### src/rtl/cal_alarm_pkg.sv
package cal_alarm_pkg;
  localparam int NF     = 6;   // alarm fields
  localparam int FW     = 12;  // widest field (year)
  localparam int CTRL_W = NF + 1;
  localparam int GEN_BIT = NF;
  localparam int SELW   = 3;

  localparam logic [SELW-1:0] SEL_CTRL = 3'd0;
  localparam logic [SELW-1:0] SEL_STAT = 3'd7;
  localparam int STAT_ALM_BIT = 1;

  // field index i lives at select code i+1
  function automatic logic [FW-1:0] field_mask(input int i);
    case (i)
      0, 1:    return 12'h07F;
      2, 3:    return 12'h03F;
      4:       return 12'h01F;
      default: return 12'hFFF;
    endcase
  endfunction

  // 1-based BCD month to zero-based BCD index
  function automatic logic [7:0] bcd_dec(input logic [7:0] v);
    if (v[3:0] == 4'd0) return {v[7:4] - 4'd1, 4'd9};
    else                return {v[7:4], v[3:0] - 4'd1};
  endfunction
endpackage

### src/rtl/cal_alarm_regs.sv
module cal_alarm_regs
  import cal_alarm_pkg::*;
#(
  parameter int DW = 16
) (
  input  logic                   clk,
  input  logic                   rst_n,
  input  logic                   wr,
  input  logic [SELW-1:0]        sel,
  input  logic [DW-1:0]          wdata,
  input  logic                   pending,
  output logic [DW-1:0]          rdata,
  output logic [CTRL_W-1:0]      ctrl,
  output logic [NF-1:0][FW-1:0]  alm,
  output logic                   clr_req
);
  always_ff @(posedge clk) begin
    if (!rst_n) ctrl <= '0;
    else if (wr && sel == SEL_CTRL) ctrl <= wdata[CTRL_W-1:0];
  end

  for (genvar i = 0; i < NF; i++) begin : g_fld
    localparam logic [SELW-1:0] CODE = SELW'(i + 1);
    always_ff @(posedge clk) begin
      if (!rst_n) alm[i] <= '0;
      else if (wr && sel == CODE) alm[i] <= wdata[FW-1:0] & field_mask(i);
    end
  end

  assign clr_req = wr && (sel == SEL_STAT) && wdata[STAT_ALM_BIT];

  always_comb begin
    rdata = '0;
    if (sel == SEL_CTRL) rdata[CTRL_W-1:0] = ctrl;
    else if (sel == SEL_STAT) rdata[STAT_ALM_BIT] = pending;
    else rdata[FW-1:0] = alm[int'(sel) - 1];
  end

  a_r2_sec_masked: assert property (@(posedge clk) disable iff (!rst_n)
    (wr && sel == 3'd1) |=> alm[0] == {5'd0, $past(wdata[6:0])});
  a_r2_month_masked: assert property (@(posedge clk) disable iff (!rst_n)
    (wr && sel == 3'd5) |=> alm[4] == {7'd0, $past(wdata[4:0])});
  a_r2_ctrl_hold: assert property (@(posedge clk) disable iff (!rst_n)
    !(wr && sel == SEL_CTRL) |=> $stable(ctrl));
endmodule

### src/rtl/cal_alarm_cmp.sv
module cal_alarm_cmp
  import cal_alarm_pkg::*;
(
  input  logic                   clk,
  input  logic                   rst_n,
  input  logic                   tick,
  input  logic [CTRL_W-1:0]      ctrl,
  input  logic [NF-1:0][FW-1:0]  alm,
  input  logic [NF-1:0][FW-1:0]  cal,
  output logic                   fire
);
  logic [NF-1:0] hit;

  for (genvar i = 0; i < NF; i++) begin : g_cmp
    assign hit[i] = ctrl[i] && (cal[i] == alm[i]);
  end

  assign fire = tick && ctrl[GEN_BIT] && (|hit);

  a_r4_master_gate: assert property (@(posedge clk) disable iff (!rst_n)
    !ctrl[GEN_BIT] |-> !fire);
  a_r10_tick_gate: assert property (@(posedge clk) disable iff (!rst_n)
    !tick |-> !fire);
  a_r3_no_enable_no_fire: assert property (@(posedge clk) disable iff (!rst_n)
    (ctrl[NF-1:0] == '0) |-> !fire);
endmodule

### src/rtl/cal_alarm_flag.sv
module cal_alarm_flag (
  input  logic clk,
  input  logic rst_n,
  input  logic fire,
  input  logic clr,
  output logic pending
);
  always_ff @(posedge clk) begin
    if (!rst_n)    pending <= 1'b0;
    else if (fire) pending <= 1'b1;
    else if (clr)  pending <= 1'b0;
  end

  a_r6_set_on_fire: assert property (@(posedge clk) disable iff (!rst_n)
    fire |=> pending);
  a_r6_rise_needs_fire: assert property (@(posedge clk) disable iff (!rst_n)
    $rose(pending) |-> $past(fire));
  a_r7_clear: assert property (@(posedge clk) disable iff (!rst_n)
    (clr && !fire) |=> !pending);
  a_r9_set_wins: assert property (@(posedge clk) disable iff (!rst_n)
    (clr && fire) |=> pending);
endmodule

### src/rtl/cal_alarm_matcher.sv
module cal_alarm_matcher
  import cal_alarm_pkg::*;
#(
  parameter int DW = 16
) (
  input  logic            clk,
  input  logic            rst_n,
  input  logic            reg_wr,
  input  logic [2:0]      reg_sel,
  input  logic [DW-1:0]   reg_wdata,
  output logic [DW-1:0]   reg_rdata,
  input  logic            sec_tick,
  input  logic [7:0]      cal_sec,
  input  logic [7:0]      cal_min,
  input  logic [7:0]      cal_hour,
  input  logic [7:0]      cal_mday,
  input  logic [7:0]      cal_month,
  input  logic [11:0]     cal_year,
  output logic            alarm_irq,
  output logic            alarm_pending
);
  logic [CTRL_W-1:0]     ctrl;
  logic [NF-1:0][FW-1:0] alm;
  logic [NF-1:0][FW-1:0] cal;
  logic                  clr_req, fire, pending;

  assign cal[0] = {4'd0, cal_sec};
  assign cal[1] = {4'd0, cal_min};
  assign cal[2] = {4'd0, cal_hour};
  assign cal[3] = {4'd0, cal_mday};
  assign cal[4] = {4'd0, bcd_dec(cal_month)};
  assign cal[5] = cal_year;

  cal_alarm_regs #(.DW(DW)) u_regs (
    .clk(clk), .rst_n(rst_n), .wr(reg_wr), .sel(reg_sel), .wdata(reg_wdata),
    .pending(pending), .rdata(reg_rdata), .ctrl(ctrl), .alm(alm),
    .clr_req(clr_req)
  );

  cal_alarm_cmp u_cmp (
    .clk(clk), .rst_n(rst_n), .tick(sec_tick), .ctrl(ctrl), .alm(alm),
    .cal(cal), .fire(fire)
  );

  cal_alarm_flag u_flag (
    .clk(clk), .rst_n(rst_n), .fire(fire), .clr(clr_req), .pending(pending)
  );

  assign alarm_pending = pending;
  assign alarm_irq     = pending;

  a_r6_irq_tracks_flag: assert property (@(posedge clk) disable iff (!rst_n)
    alarm_irq == reg_rdata[1] || reg_sel != 3'd7);
endmodule

### config.mk
export PLATFORM = sky130hd
export DESIGN_NAME = cal_alarm_matcher
export DESIGN_NICKNAME = d
export VERILOG_FILES = /design/src/rtl/cal_alarm_pkg.sv /design/src/rtl/cal_alarm_regs.sv /design/src/rtl/cal_alarm_cmp.sv /design/src/rtl/cal_alarm_flag.sv /design/src/rtl/cal_alarm_matcher.sv
export SDC_FILE = /design/constraint.sdc
export NUM_CORES = 1
export LEC_CHECK = 0
export ABC_AREA = 1
export BUFFER_PORTS_ARGS = -buffer_cell sky130_fd_sc_hd__buf_2
export CAP_MARGIN = 30
export CORE_ASPECT_RATIO = 1.4
export CORE_MARGIN = 2
export CORE_UTILIZATION = 50
export CTS_BUF_LIST = sky130_fd_sc_hd__clkbuf_8
export CTS_CLUSTER_DIAMETER = 60
export DETAILED_ROUTE_END_ITERATION = 10
export GPL_TIMING_DRIVEN = 0
export PLACE_DENSITY = 0.77
export SLEW_MARGIN = 20
export SYNTH_ARGS = -nofsm -noshare
export SYNTH_HDL_FRONTEND = slang
export SYNTH_SLANG_ARGS = --single-unit
### constraint.sdc
create_clock -name clk -period 2.56 [get_ports clk]
set_input_delay 0.384 -clock clk [delete_from_list [all_inputs] [get_ports clk]]
set_output_delay 0.384 -clock clk [all_outputs]
set_load 0.05 [all_outputs]
# Yosys cells after proc, flatten, opt, wreduce, memory -nomap -nowiden
# Index checks and enable logic that the tools add are counted.
# word_totals
in_bits	75
mem_count	0
reg_bits	51
latchBits	0
rom_bits	0
ramBits	0
# op_classes
n_div	0
add_sub_neg	3
n_mul	0
shift	0
eq_ne	13
n_mux	11
reduce_logical	21
bitwise_logic	0
n_lt_le_gt_ge	1
# op_table
operator	n
binary-select mux 12 bit (select 3 bit)	1
less-than comparator 32 x 5 -> 1 bit, second input constant	1
two-way mux 12 bit	2
logical AND 1 bit	17
== test 8 x 6 -> 1 bit	2
== test 8 x 7 -> 1 bit	2
== test 12 bit	1
== test 3 bit, second input constant	4
two-way mux 10 bit	1
== test 8 x 5 -> 1 bit	1
two-way mux 8 bit	1
subtractor 4 x 1 -> 4 bit, second input constant	2
two-way mux 7 bit	1
== test 3 x 2 -> 1 bit, second input constant	2
OR reduction 6 bit	1
two-way mux 5 bit	1
logical NOT 4 bit	1
two-way mux 1 bit	4
subtractor 3 x 1 -> 4 bit, second input constant	1
== test 3 x 1 -> 1 bit, second input constant	1
logical NOT 3 bit	1
nonzero test 2 bit	1

# Logic depth before layout (Yosys ltp)
# Gate-level depths: netlist of the first run.
# depth
depth_word	7
mapped_depth	12

# Cells and area by module
# From an unflattened synthesis of the first run, not the netlist that was laid out.
# hier_totals
cells_unflattened	765
area_unflattened_um2	4319.1
# by_module_without_submodules
module	seq_area_each_um2	cells_each	n_inst	area_each_um2
cal_alarm_regs	1001.0	394	1	2718.9
cal_alarm_cmp	0.0	335	1	1392.6
cal_alarm_matcher	0.0	30	1	163.9
cal_alarm_flag	20.0	6	1	43.8

# Worst setup path before layout of the first run
# No wires, ideal clock.
# synth_timing
path_kind	input to output
from	in reg_sel[0]
to	out reg_rdata[10]
setup_slack_ns	-0.214
path_buffers	1
t_arrival_ns	2.390
required_ns	2.176
cell_stages	10
cell_sequence	inv_1 > buf_2 > ha_1 > nand2_4 > inv_1 > nor2_4 > inv_1 > nor2_1 > inv_1 > nor3_1
# synth_via
elab_chain_len	6
elab_cells_between_ends	8
# synth_lines
element	line_no	rtl
start: declaration	cal_alarm_matcher.sv:9	input logic [2:0] reg_sel,
subtractor 3 x 1 -> 4 bit	cal_alarm_regs.sv:36	else rdata[FW-1:0] = alm[int'(sel) - 1];
binary-select mux 12 bit (select 3 bit)	cal_alarm_regs.sv:36	
two-way mux 12 bit (implied by the code) (2 in series)	cal_alarm_regs.sv:36	
two-way mux 10 bit	cal_alarm_regs.sv:35	else if (sel == SEL_STAT) rdata[STAT_ALM_BIT] = pending;
two-way mux 5 bit (*)	cal_alarm_regs.sv:34	if (sel == SEL_CTRL) rdata[CTRL_W-1:0] = ctrl;
end: declaration	cal_alarm_matcher.sv:11	output logic [DW-1:0] reg_rdata,
# Every way passes the cells marked *; elsewhere a longest branch is shown, timed or not. The select of a mux whose other input is x is not followed.

# Worst setup path after layout of the first run
# layout_timing
from	in reg_sel[0]
to	out reg_rdata[1]
# layout_via
elab_chain_len	6
elab_cells_between_ends	8
# layout_lines
element	line_no
subtractor 3 x 1 -> 4 bit	cal_alarm_regs.sv:36
binary-select mux 12 bit (select 3 bit)	cal_alarm_regs.sv:36
two-way mux 12 bit (implied by the code) (2 in series)	cal_alarm_regs.sv:36
two-way mux 1 bit	cal_alarm_regs.sv:35
two-way mux 7 bit (*)	cal_alarm_regs.sv:34
# Marked as above.

==> results.json, run 1 <==
{
  "outcome": "finished, final reports clean",
  "placed_cell_area_um2": 3812,
  "drt_iter0_drc": 219,
  "rrSetupSlack_ns": 1.25,
  "io_pins": 93,
  "grt.total_usage_pct": 27.24,
  "tns_ns": 0,
  "power_frac_clock_pct": 26.9,
  "crit_top_cell": "buf_6",
  "fmax_mhz": 410.2,
  "io_buffers": 83,
  "drtAntennaViolNets": 0,
  "dp_hpwl_um": 7673,
  "switching_share_pct": 32.92,
  "powerDensity_nw_per_um2": 435.3,
  "multi_input_area_um2": 1849,
  "htree_levels": 2,
  "layout-drive-gt1-share_pct": 18.07,
  "initial_core_util_pct": 50.81,
  "comb_power_share_pct": 24.5,
  "hold_violations": 0,
  "ys_warn_count": 0,
  "final-seq-area_um2": 1021,
  "clk_pin_slew_worst_paths_ns": 0.10,
  "async_flop_share_pct": 0,
  "syn_avg_cell_area_um2": 6.009,
  "first_pass_iters": 4,
  "die_h_um": 100.0,
  "timing.hold.ws_ns": 0.3525,
  "cts_tree": "done",
  "ff2ff_path_depth": 12,
  "synth_seq_cells": 51,
  "min_period_ns": 2.438,
  "gp_congestion": 0.8941,
  "start_kind": "input port",
  "die_area_um2": 7261,
  "area_delta_synth_final_pct": 20.48,
  "path_max_fanout": 12,
  "cts_setup_buffers": 0,
  "synth.mux.area_fraction_pct": 0,
  "cp.depth": 12,
  "grt_pass1_vias": 3498,
  "finalNonFillerCells": 716,
  "maxSlewViolCount": 0,
  "layout.nets": 722,
  "worstSetupEndpointType": "output port",
  "syn_area_um2": 3293,
  "internal_power_uw": 1158,
  "synth_edf_count": 0,
  "syn_inst": 548,
  "drc": 0,
  "ys_seq_area_share_pct": 31.00,
  "design_area_um2": 3968,
  "dpl.cell_count": 708,
  "vdd_drop_max_mv": 0.2432,
  "final.fill_count": 663,
  "cpPeakStageDelay_ns": 0.26,
  "synth_xor_area_share_pct": 1.596,
  "critical_path_buf_inv_count": 6,
  "route.vias.total": 3726,
  "synth_adder_area_share_pct": 2.280,
  "slowest_stage": "ha_4",
  "clk_path_buf_depth": 2,
  "clock_skew_ns": 0.003304,
  "period_share_pct": 95.24,
  "diodes": 0,
  "grt_pass1_wl_um": 15360,
  "placementRows": 35,
  "synthDistinctLibCells": 27,
  "worstSkewPairLatency_ns": 0.31,
  "seqPwrFrac_pct": 48.5,
  "worst_path_dominant_cell_family": "buffers and inverters",
  "critPathKind": "in2out",
  "antenna_found_initial": 0,
  "cts.sinks": 51,
  "core_um2": 6481,
  "min_path_cells": 3,
  "holdBufCountCts": 0,
  "synth_top_family_by_area": "simple AND/OR/NAND/NOR gates",
  "grt_remaining_overflow": 0,
  "setup_viol": 0,
  "grt_max_degree": 16,
  "arrival_ns": 2.05,
  "cts-root-buf": "clkbuf_8",
  "cp_cell_sequence": "buf_4 -> inv_1 -> buf_6 -> ha_4 -> buf_6 -> inv_2 -> a21oi_1 -> o21ai_0 -> a21oi_1 -> o221ai_2 -> o21ai_1 -> buf_6",
  "p_sw_uw": 568.5,
  "synthSimpleGateAreaFrac_pct": 26.03,
  "power_uw": 1727,
  "drt-vias-per-instance": 5.204,
  "numCtsBuffers": 5,
  "ys.flop_type": "dfxtp_1",
  "synth_compound_area_share_pct": 25.00,
  "leakage_uw": 0.001909,
  "required_ns": 2.18,
  "wl_um": 9676,
  "routedWlPerCell_um": 13.51,
  "maxCapViolCount": 0,
  "die_w_um": 72.59,
  "hp-class": "in2reg"
}
## state kept, by name, summed over array words and instances, names as in the netlist
register / flops
u_flag.pending: 1
u_regs.alm: 43
u_regs.ctrl: 7
## metrics by stage
stage	utilization, %	worst slack, ns
4_1_cts	60.44	0.01509
5_1_grt	61.22	-0.009370
3_5_place_dp	58.82	-0.1754
6_report	61.22	0.1219
2_1_floorplan	-	-0.2136
3_3_place_gp	58.82	-0.1591
## logic make-up (layout without fill, tap and decap cells)
| kind of cell | Yosys count | after routing |
|---|---|---|
| adders and majority gates | 6 | 6 |
| and+or+nand+nor | 206 | 206 |
| AOI/OAI and AO/OA | 162 | 162 |
| DFF | 51 | 51 |
| other | 1 | 4 |
| xor gates and xnor gates | 6 | 6 |
| buffers and inverters | 116 | 207 |
## worst reg2reg max path: stages (launching register included)
cell     delay [ns]
dfxtp_1        0.34
inv_1          0.08
nand2_1        0.06
nand2_1        0.05
nor2_1         0.11
nand2_1        0.06
nor2_1         0.12
nor2_1         0.08
nand2_1        0.09
nor2_1         0.05
nand2_1        0.05
nand2_1        0.06
a21oi_2        0.10
## synth_stat cells (all sizes together), types with 3 or more instances
master / number / area share [%]
nand2: 129 / 15
inv: 94 / 11
o21ai: 86 / 13
a21oi: 73 / 11
dfxtp: 51 / 31
nor2: 46 / 5.9
nand3: 19 / 2.9
buf: 11 / 2.0
clkbuf: 11 / 1.3
nor3: 7 / 1.1
ha: 6 / 2.3
xor2: 5 / 1.3
nand4: 3 / 0.57
## final timing paths
check / startpoint / to
max: reg_sel[0] / reg_rdata[1]
min: reg_wdata[7] / u_regs.alm[67]
max reg2reg: u_regs.alm[29] / u_flag.pending
min reg2reg: u_regs.ctrl[6] / u_regs.ctrl[6]
## per-layer routing
| layer | track usage (%) | part of all wire, % |
|---|---|---|
| met1 | 30.23 | 39 |
| met2 | 50.91 | 53 |
| met3 | 3.313 | 5.7 |
| met4 | 11.40 | 3.0 |
| met5 | 0 | 0 |
## placed cells by master (no fill, tap or decap), types with 2 or more instances in the layout
| cell | netlist | layout |
|---|---|---|
| nand4_1 | 3 | 3 |
| inv_1 | 93 | 91 |
| xor2_1 | 5 | 5 |
| dfxtp_1 | 51 | 51 |
| o21ai_0 | 86 | 79 |
| nand2_2 | 3 | 2 |
| conb_1 | 1 | 4 |
| o21ai_1 | 0 | 7 |
| buf_4 | 5 | 13 |
| clkbuf_4 | 0 | 2 |
| nor2_4 | 3 | 3 |
| nor3_1 | 7 | 7 |
| ha_1 | 6 | 5 |
| a21oi_1 | 72 | 72 |
| nand2_1 | 125 | 125 |
| clkinv_2 | 0 | 3 |
| buf_6 | 0 | 3 |
| nand2_4 | 1 | 2 |
| nand3_1 | 19 | 19 |
| clkbuf_1 | 11 | 10 |
| inv_2 | 1 | 3 |
| nor2_1 | 43 | 42 |
| clkbuf_8 | 0 | 5 |
| buf_2 | 5 | 76 |
## power groups by stage
stage	sequential (uW)	clock [uW]	combinational, uW
after floorplan	851	0	256
after global placement	856	0	392
after detailed placement	857	0	400
after CTS	838	467	408
after global routing	842	502	472
final	838	465	424
## area by class of cell
type                    count  area share, %
plain buffers              22          3.059
clock buffers               5          1.734
clock inverters             3         0.3784
inverters                  94          8.893
multi-input cells         384          46.61
flip-flops and latches     51          25.73
well taps                  74          2.334
repair buffers             83          11.26
## what timing repair did
item	in CTS	in global routing
pin swaps	2	2
endpoints found under the setup margin	6	12
gates resized for setup	9	28
hold endpoints to repair	0	0
Note: power is estimated with default switching activity, not from simulation.
==> run 2, diff against run 1 <==
Settings changed: PLACE_DENSITY 0.77 to 0.76, RECOVER_POWER set to 50.
==> run 2 against run 1 <==
Against the previous run: sequential power about the same; global-route usage down 0.52 points; fmax down 1.3%; clock skew up 0.0072 ns; non-clock buffer count up 3; setup slack worse by 0.032 ns; via count down 0.91%; critical endpoint unchanged.
==> results.json, run 2 (synthesis gave the netlist of run 1 again) <==
{
  "core_um2": 6481,
  "htree_levels": 2,
  "power_uw": 1860,
  "leakage_uw": 0.001932,
  "fmax_mhz": 404.9,
  "io_pins": 93,
  "io_buffers": 83,
  "setup_viol": 0,
  "antenna_found_initial": 0,
  "drtAntennaViolNets": 0,
  "hold_violations": 0,
  "worstSetupEndpointType": "output port",
  "drt-vias-per-instance": 5.135,
  "maxSlewViolCount": 0,
  "grt.total_usage_pct": 26.72,
  "start_kind": "input port",
  "die_area_um2": 7261,
  "diodes": 0,
  "worst_slew_margin_rel_pct": 65.24,
  "top_usage_layer": "met2",
  "regMostFlops": "u_regs.alm",
  "maxCapViolCount": 0,
  "wl_um": 9591,
  "min_period_ns": 2.470,
  "slowest_stage": "or2_1",
  "power_frac_clock_pct": 32.0,
  "use_met3_pct": 3.112,
  "area_delta_synth_final_pct": 22.26,
  "die_w_um": 72.59,
  "holdBufCountCts": 0,
  "mostFrequentLayoutCells": "nand2_1 (125), inv_1 (92), o21ai_0 (76)",
  "rrSetupSlack_ns": 1.21,
  "grt_max_degree": 16,
  "critPathKind": "in2out",
  "route.vias.total": 3692,
  "clock_skew_ns": 0.01047,
  "gp_congestion": 0.8737,
  "rsz0062_at_grt": "false",
  "crit_top_cell": "buf_6",
  "mostFrequentLayoutCell": "nand2_1",
  "grt_pass1_wl_um": 15160,
  "worst_slack_ns": 0.09037,
  "cts-root-buf": "clkbuf_8",
  "path_max_fanout": 12,
  "clk_pin_slew_worst_paths_ns": 0.09,
  "routedWlPerCell_um": 13.34,
  "internal_power_uw": 1291,
  "cts_tree": "done",
  "switching_share_pct": 30.60,
  "worstSkewPairLatency_ns": 0.31,
  "outcome": "finished, final reports clean",
  "seqPwrFrac_pct": 45.1,
  "hp-class": "in2reg",
  "p_sw_uw": 569.2,
  "vdd_drop_max_mv": 0.2665,
  "drc": 0,
  "cts.sinks": 51,
  "top_regs": "u_regs.alm x43, u_regs.ctrl x7, u_flag.pending x1",
  "grt_remaining_overflow": 0,
  "final.fill_count": 651,
  "dp_hpwl_um": 7652,
  "layout.nets": 725,
  "layout-drive-gt1-share_pct": 18.29,
  "first_pass_iters": 5,
  "drt_iter0_drc": 244,
  "period_share_pct": 96.47,
  "post-route-util_pct": 62.12,
  "comb_power_share_pct": 23.0,
  "numCtsBuffers": 5,
  "initial_core_util_pct": 50.81,
  "clk_path_buf_depth": 2,
  "required_ns": 2.18,
  "worst_pin_slew_ns": 0.5213,
  "powerDensity_nw_per_um2": 462.0,
  "use_met1_pct": 30.41,
  "largest_register_ffs": 43,
  "met2_usage_pct": 51.12,
  "grt_pass1_vias": 3345,
  "cp_cell_sequence": "buf_2 -> inv_1 -> buf_6 -> ha_1 -> or2_1 -> nand2_4 -> inv_2 -> nand2_2 -> o21ai_0 -> o221ai_1 -> o21ai_1 -> buf_6",
  "place_ws_ns": -0.1592,
  "placed_cell_area_um2": 3812,
  "arrival_ns": 2.09,
  "die_h_um": 100.0,
  "cpPeakStageDelay_ns": 0.24,
  "design_area_um2": 4026,
  "placementRows": 35
}
## run 2: cell count changes in the layout (fill, tap and decap cells not counted), moves of 2 or more
cell and change:
o21ai_0 -3, o21ai_1 +3, a21oi_1 -2, a21oi_2 +2, clkbuf_1 +2, clkinv_2 -2
## run 2: final timing paths
path | to | cells past startpoint | from
min reg2reg | u_regs.ctrl[4] | 2 | u_regs.ctrl[4]
max reg2reg | u_flag.pending | 12 | u_regs.alm[5]
max | reg_rdata[1] | 12 | reg_sel[0]
min | u_regs.alm[70] | 3 | reg_wdata[10]
## run 2: power groups by stage
stage	combinational [uW]	clock [uW]	sequential, uW
6_report	428	594	838
5_1_grt	475	630	842
4_1_cts	406	600	838
3_5_place_dp	398	0	856
3_3_place_gp	391	0	856
2_1_floorplan	256	0	851
## run 2: stage by stage
stage / hold WS, ns / TNS (ns) / instances
CTS: 0.3568 / -0.01027 / 716
floorplan: 0.4355 / -1.068 / 551
detailed placement: 0.4624 / -0.6126 / 708
global route: 0.3591 / 0 / 719
finish: 0.3584 / 0 / 719
global placement: 0.4571 / -0.6509 / 708
## run 2: routing by layer
metal	vias up	wire length (um)
met3	18	502
met5	-	0
met1	1642	3707
li1	1924	-
met4	0	266
met2	108	5114
## run 2: layout make-up
| class | count | area, um2 | share of cell area (%) |
|---|---|---|---|
| Buffer | 22 | 120.1 | 2.983 |
| Timing Repair Buffer | 86 | 465.4 | 11.56 |
| Sequential cell | 51 | 1021 | 25.36 |
| Clock buffer | 6 | 82.58 | 2.051 |
| Clock inverter | 2 | 35.03 | 0.8701 |
| Inverter | 94 | 352.8 | 8.763 |
| Tap cell | 74 | 92.59 | 2.300 |
| Multi-Input combinational cell | 384 | 1857 | 46.12 |
## run 2: repair_timing
item | 4_1_cts | 5_1_grt
setup endpoints to repair | 6 | 12
pin swaps | 0 | 4
gates resized for setup | 8 | 30
hold endpoints to repair | 0 | 0
setup buffers | 0 | 3
## run 2: worst max-delay path: cells and delay by family
family | cells | cell delay [ns]
buf+inv | 5 | 0.61
simple gates | 3 | 0.46
compound gates | 3 | 0.42
fa+ha+maj | 1 | 0.20
